<file path="src/rtl/flash_page_pkg.sv">
package flash_page_pkg;

  typedef enum logic [1:0] {
    ST_IDLE    = 2'd0,
    ST_ACCESS  = 2'd1,
    ST_RECOVER = 2'd2
  } seqState_t;

  // strobes from control to datapath, valid for one cycle
  typedef struct packed {
    logic load;     // accept request, latch page and mode
    logic capture;  // sample the data bus at the end of a wait
    logic step;     // move to next in-page offset
    logic finish;   // final beat captured
  } seqStrobes_t;

endpackage

</file>
<file path="src/rtl/flash_page_ctrl.sv">
module flash_page_ctrl
  import flash_page_pkg::*;
#(
  parameter int FULL_WAIT = 6,
  parameter int PAGE_WAIT = 2
) (
  input  logic        clk,
  input  logic        rstN,
  input  logic        reqValid,
  input  logic        lastBeat,
  output seqStrobes_t strobes,
  output logic        busActive,
  output logic        reqReady
);

  localparam int MAX_WAIT = (FULL_WAIT > PAGE_WAIT) ? FULL_WAIT : PAGE_WAIT;
  localparam int CNT_W    = (MAX_WAIT < 2) ? 1 : $clog2(MAX_WAIT);
  localparam logic [CNT_W-1:0] FULL_LOAD = CNT_W'(FULL_WAIT - 1);
  localparam logic [CNT_W-1:0] PAGE_LOAD = CNT_W'(PAGE_WAIT - 1);

  seqState_t        state, stateNext;
  logic [CNT_W-1:0] waitCnt, waitCntNext;
  logic             waitDone;

  assign waitDone  = (waitCnt == '0);
  assign busActive = (state == ST_ACCESS);
  assign reqReady  = (state == ST_IDLE);

  always_comb begin
    strobes         = '0;
    strobes.load    = (state == ST_IDLE) && reqValid;
    strobes.capture = (state == ST_ACCESS) && waitDone;
    strobes.step    = strobes.capture && !lastBeat;
    strobes.finish  = strobes.capture && lastBeat;
  end

  always_comb begin
    stateNext   = state;
    waitCntNext = waitCnt;
    unique case (state)
      ST_IDLE: begin
        if (strobes.load) begin
          stateNext   = ST_ACCESS;
          waitCntNext = FULL_LOAD;
        end
      end
      ST_ACCESS: begin
        if (strobes.finish) begin
          stateNext = ST_RECOVER;
        end else if (strobes.step) begin
          waitCntNext = PAGE_LOAD;
        end else begin
          waitCntNext = waitCnt - 1'b1;
        end
      end
      ST_RECOVER: stateNext = ST_IDLE;
      default:    stateNext = ST_IDLE;
    endcase
  end

  always_ff @(posedge clk) begin
    if (!rstN) begin
      state   <= ST_IDLE;
      waitCnt <= '0;
    end else begin
      state   <= stateNext;
      waitCnt <= waitCntNext;
    end
  end

endmodule

</file>
<file path="src/rtl/flash_page_dp.sv">
module flash_page_dp
  import flash_page_pkg::*;
#(
  parameter int ADDR_W = 21,
  parameter int DATA_W = 16,
  parameter int WIDX_W = 3
) (
  input  logic                     clk,
  input  logic                     rstN,
  input  seqStrobes_t              strobes,
  input  logic [ADDR_W-WIDX_W-1:0] pageIn,
  input  logic                     byteModeIn,
  input  logic [DATA_W-1:0]        flashData,
  output logic                     lastBeat,
  output logic [ADDR_W-1:0]        flashAddr,
  output logic                     flashAm1,
  output logic                     flashByteN,
  output logic                     rdValid,
  output logic [DATA_W-1:0]        rdData,
  output logic                     rdLast
);

  localparam int PAGE_W = ADDR_W - WIDX_W;
  localparam int IDX_W  = WIDX_W + 1;      // one extra bit for byte lane
  localparam int HALF_W = DATA_W / 2;

  logic [PAGE_W-1:0] pageReg;
  logic              byteMode;
  logic [IDX_W-1:0]  idx;
  logic [DATA_W-1:0] laneData;

  // address lines: byte mode shifts the offset up by one, lowest bit on Am1
  always_comb begin
    if (byteMode) begin
      flashAddr = {pageReg, idx[IDX_W-1:1]};
      flashAm1  = idx[0];
      lastBeat  = &idx;
    end else begin
      flashAddr = {pageReg, idx[WIDX_W-1:0]};
      flashAm1  = 1'b0;
      lastBeat  = &idx[WIDX_W-1:0];
    end
  end

  assign flashByteN = !byteMode;

  generate
    if (HALF_W > 0) begin : g_lane
      assign laneData = byteMode ? {{(DATA_W-HALF_W){1'b0}}, flashData[HALF_W-1:0]}
                                 : flashData;
    end else begin : g_nolane
      assign laneData = flashData;
    end
  endgenerate

  always_ff @(posedge clk) begin
    if (!rstN) begin
      pageReg  <= '0;
      byteMode <= 1'b0;
      idx      <= '0;
    end else if (strobes.load) begin
      pageReg  <= pageIn;
      byteMode <= byteModeIn;
      idx      <= '0;
    end else if (strobes.step) begin
      idx      <= idx + 1'b1;
    end
  end

  always_ff @(posedge clk) begin
    if (!rstN) begin
      rdValid <= 1'b0;
      rdLast  <= 1'b0;
      rdData  <= '0;
    end else begin
      rdValid <= strobes.capture;
      rdLast  <= strobes.finish;
      if (strobes.capture) rdData <= laneData;
    end
  end

endmodule

</file>
<file path="src/rtl/flash_page_reader.sv">
module flash_page_reader
  import flash_page_pkg::*;
#(
  parameter int ADDR_W    = 21,
  parameter int DATA_W    = 16,
  parameter int FULL_WAIT = 6,
  parameter int PAGE_WAIT = 2
) (
  input  logic              clk,
  input  logic              rstN,
  input  logic              reqValid,
  input  logic [ADDR_W:0]   reqAddr,
  input  logic              reqByteMode,
  output logic              reqReady,
  output logic              flashCeN,
  output logic              flashOeN,
  output logic              flashWeN,
  output logic              flashByteN,
  output logic [ADDR_W-1:0] flashAddr,
  output logic              flashAm1,
  input  logic [DATA_W-1:0] flashData,
  output logic              rdValid,
  output logic [DATA_W-1:0] rdData,
  output logic              rdLast
);

  localparam int WIDX_W = 3;            // word offset bits inside a page
  localparam int OFS_W  = WIDX_W + 1;   // byte offset bits inside a page

  seqStrobes_t strobes;
  logic        busActive;
  logic        lastBeat;
  logic        unusedOffset;

  assign unusedOffset = ^reqAddr[OFS_W-1:0];

  flash_page_ctrl #(
    .FULL_WAIT(FULL_WAIT),
    .PAGE_WAIT(PAGE_WAIT)
  ) uCtrl (
    .clk      (clk),
    .rstN     (rstN),
    .reqValid (reqValid),
    .lastBeat (lastBeat),
    .strobes  (strobes),
    .busActive(busActive),
    .reqReady (reqReady)
  );

  flash_page_dp #(
    .ADDR_W(ADDR_W),
    .DATA_W(DATA_W),
    .WIDX_W(WIDX_W)
  ) uDp (
    .clk       (clk),
    .rstN      (rstN),
    .strobes   (strobes),
    .pageIn    (reqAddr[ADDR_W:OFS_W]),
    .byteModeIn(reqByteMode),
    .flashData (flashData),
    .lastBeat  (lastBeat),
    .flashAddr (flashAddr),
    .flashAm1  (flashAm1),
    .flashByteN(flashByteN),
    .rdValid   (rdValid),
    .rdData    (rdData),
    .rdLast    (rdLast)
  );

  assign flashCeN = !busActive;
  assign flashOeN = !busActive;
  assign flashWeN = 1'b1;

endmodule

</file>
<file path="config.mk">
export PLATFORM = sky130hd
export DESIGN_NAME = flash_page_reader
export DESIGN_NICKNAME = d
export VERILOG_FILES = /design/src/rtl/flash_page_pkg.sv /design/src/rtl/flash_page_ctrl.sv /design/src/rtl/flash_page_dp.sv /design/src/rtl/flash_page_reader.sv
export SDC_FILE = /design/constraint.sdc
export NUM_CORES = 1
export LEC_CHECK = 0
export BUFFER_PORTS_ARGS = -buffer_cell sky130_fd_sc_hd__buf_2
export CAP_MARGIN = 25
export CORE_ASPECT_RATIO = 1.1
export CORE_MARGIN = 2
export CORE_UTILIZATION = 46
export CTS_CLUSTER_SIZE = 16
export DETAILED_ROUTE_END_ITERATION = 10
export PLACE_DENSITY = 0.79
export SLEW_MARGIN = 20
export SYNTH_ARGS = -nofsm -noshare
export SYNTH_HDL_FRONTEND = slang
export SYNTH_SLANG_ARGS = --single-unit
</file>
<file path="constraint.sdc">
create_clock -name clk -period 1.78 [get_ports clk]
set_input_delay 0.178 -clock clk [delete_from_list [all_inputs] [get_ports clk]]
set_output_delay 0.178 -clock clk [all_outputs]
set_load 0.005 [all_outputs]
</file>
==> results.tsv <==
stage	metric	value	unit
synthesis	Mean Syn Cell Area	8.56	µm²
synthesis	post-synthesis share of cell area spent on xor and xnor gates	0	
critical_path	CP arrival	1810	ps
pwr	clock group share of total power	0.300	
critical_path	crit path kind	flop to flop	
placement	RePlAce Congestion	0.714	
timing	fin crit share	0.911	
routing	post-route ant nets	0	
timing	Layout Skew	5.96	ps
hold_path	hold path start	reqAddr[10]	
clock_tree	H-tree depth	2	
clock_tree	post-cts resize count	0	
synthesis	Commonest cells post-synth	nand2_1, dfxtp_1, a21oi_1	
critical_path	critical path peak fanout	6	
floorplan	Rows	24	
routing	drt first pass iters	4	
pwr	switch share	0.262	
placement	estimated wirelength of the detail-placed design	3000	µm
critical_path	R2R Setup Slk	160	ps
global_routing	Overflow after GRT	0	
critical_path	FF-to-FF End	uCtrl.waitCnt[0]	
pwr	pwr/cell area	858	mW/mm²
timing	final setup vio count	0	
synthesis	post-synthesis simple-gate area fraction	0.239	
hold_path	HP Class	primary input to flop	
synthesis	multiplexer area fraction after synthesis	0.0395	
floorplan	Initial Util	0.475	
synthesis	ys async rst share	0	
placement	pre-CTS setup slack	154	ps
hold_path	hold-critical path depth	3	
run	max-cap violations	0	
synthesis	post-synthesis cell count	218	
routing	via count	1715	
timing	Fin. Hold Viols	0	
synthesis	Synth Flop Type	dfxtp_1	
outcome	status	finished, final reports clean	
critical_path	crit path launch type	flop	
timing	final critical-path setup slack	159	ps
clock_tree	root buf cell	clkbuf_8	
finish	layout cells sized above 1	0.361	
routing	routed len/inst	11.5	µm
timing	WHS	107	ps
synthesis	Post-synth EDFFs	0	
pwr	internal cell power	0.00151	W
critical_path	reg2reg path depth	5	
clock_tree	hold_buf cts	0	
finish	Layout area overhead	28.0	%
synthesis	largest family of logic cells by synthesized area	simple AND/OR/NAND/NOR gates	
clock_tree	post-CTS setup repair buffer count	0	
synthesis	syn_nets	264	
clock_tree	Clock Tree Buf Depth	2	
synthesis	Synth area leader	dfxtp_1	
critical_path	Worst Path Required	1970	ps
global_routing	gr usage total	0.181	
pwr	Gate power share	0.154	
routing	Total Wirelength	4040	µm
synthesis	complex-gate fraction of the synthesized area	0.137	
synthesis	count leader, synth	nand2_1	
synthesis	Post-Synth Adder-Cell Area	0.0268	
pwr	Tot Pwr	0.00205	W
floorplan	Core ar.	0.00393	mm²
synthesis	Netlist Area Pre-Place	0.00187	mm²
global_routing	initial antenna violation count	0	
clock_tree	Clock transition at path regs	80	ps
hold_path	Hold EP	uDp.pageReg[6]	
timing	unrepaired setup endpoints after global routing	false	
synthesis	number of library cell types mapped by synthesis	35	
clock_tree	CTS tree	done	
global_routing	first-pass GRT wire length	6700	µm
global_routing	vias in the first global route	1621	
synthesis	Yosys top cell area share	0.493	
floorplan	die height	70.8	µm
pwr	Seq pwr share	0.545	
timing	sum of negative setup slack	0	ps
timing	Max Fclk	0.617	GHz
finish	nets	344	
floorplan	Die ar.	0.00458	mm²
pwr	Max IR drop VDD	0.589	mV
synthesis	post-synthesis sequential area ratio	0.493	
clock_tree	clock sink count	46	
global_routing	largest net degree at the start of global routing	26	
synthesis	Yosys reg bits	46	
pwr	leak pwr	1.12	nW
critical_path	Setup crit end kind	flop	
finish	n_diodes	0	
routing	drt initial violations	61	
floorplan	Die Width	64.7	µm
critical_path	r2r startpoint	uDp.idx[0]	
pwr	NetSw	0.000537	W
timing	crit path time final	1620	ps
floorplan	IO Pins	87	
clock_tree	TritonCTS buffer count	5	
clock_tree	Clk Latency, worst-skew pair	300	ps
synthesis	Yosys warnings	0	
routing	Vias/cell	4.89	
routing	# DRC	0	
timing	count of final max-slew check failures	0	
placement	# port buffers	81	
synthesis	top cells by area, synth	dfxtp_1, nand2_1, a21oi_1, nand3_1, ha_1	
cell type report:
| class | count | area, µm² |
|---|---|---|
| Timing Repair Buffer | 89 | 465 |
| Tap cell | 52 | 65.1 |
| Multi-Input combinational cell | 151 | 833 |
| Clock buffer | 6 | 72.6 |
| Fill cell | 359 | 1540 |
| Sequential cell | 46 | 921 |
| Clock inverter | 2 | 13.8 |
| Inverter | 5 | 18.8 |
state kept, by name (all words and copies together) (netlist names):
signal / flops
uDp.rdValid: 1
uDp.rdData: 16
uDp.pageReg: 18
uCtrl.waitCnt: 3
uDp.byteMode: 1
uCtrl.state: 2
uDp.rdLast: 1
uDp.idx: 4
logic make-up (layout without fill, tap and decap cells):
group,count (synthesis),count (layout)
and+or+nand+nor,96,96
DFF,46,46
AOI/OAI and AO/OA,43,43
buffers and inverters,21,102
muxes,7,7
adders and majority gates,4,4
other,1,1
per-layer routing:
layer,track usage,routed length [µm]
met1,0.210,1670
met2,0.313,2000
met3,0.0668,337
met4,0.0496,28
met5,0,0
power groups by stage:
stage	logic (W)	registers (W)	clock network, W
after floorplan	0.000191	0.00114	0
after global placement	0.000311	0.00114	0
after detailed placement	0.000320	0.00114	0
after CTS	0.000321	0.00112	0.000637
after global routing	0.000358	0.00113	0.000669
final	0.000317	0.00112	0.000616
cell usage in the layout, fill, tap and decap left out, types with 3 or more instances in the layout:
| master | netlist | layout |
|---|---|---|
| a21oi_1 | 35 | 35 |
| buf_2 | 4 | 81 |
| buf_4 | 5 | 8 |
| clkbuf_8 | 0 | 5 |
| dfxtp_1 | 46 | 46 |
| ha_1 | 4 | 4 |
| inv_1 | 4 | 4 |
| mux2_2 | 3 | 3 |
| mux2i_1 | 4 | 4 |
| nand2_1 | 62 | 62 |
| nand3_1 | 15 | 15 |
| nor2_1 | 5 | 5 |
| or3_1 | 3 | 3 |
critical path: stages (launching register included):
cell,delay [ps]
dfxtp_1,410
ha_1,210
ha_1,150
nor2b_1,340
o21ai_2,170
a41o_1,250
worst max path at each step:
| stage | startpoint | to | depth (start not counted) |
|---|---|---|---|
| finish | uDp.idx[0] | uCtrl.waitCnt[0] | 5 |
| global route | uDp.idx[0] | uCtrl.waitCnt[2] | 5 |
| CTS | uDp.idx[0] | uCtrl.waitCnt[0] | 5 |
| detailed placement | uDp.idx[0] | uCtrl.waitCnt[0] | 5 |
| global placement | uDp.idx[0] | uCtrl.waitCnt[0] | 5 |
| floorplan | uCtrl.waitCnt[0] | uDp.rdData[14] | 8 |
through the flow:
stage	instances	area (µm²)	util
floorplan	218	1870	-
finish	351	2390	0.608
detailed placement	343	2300	0.586
global route	351	2390	0.608
global placement	343	2300	0.586
CTS	351	2390	0.608
Power figures use the tool's default switching activity.
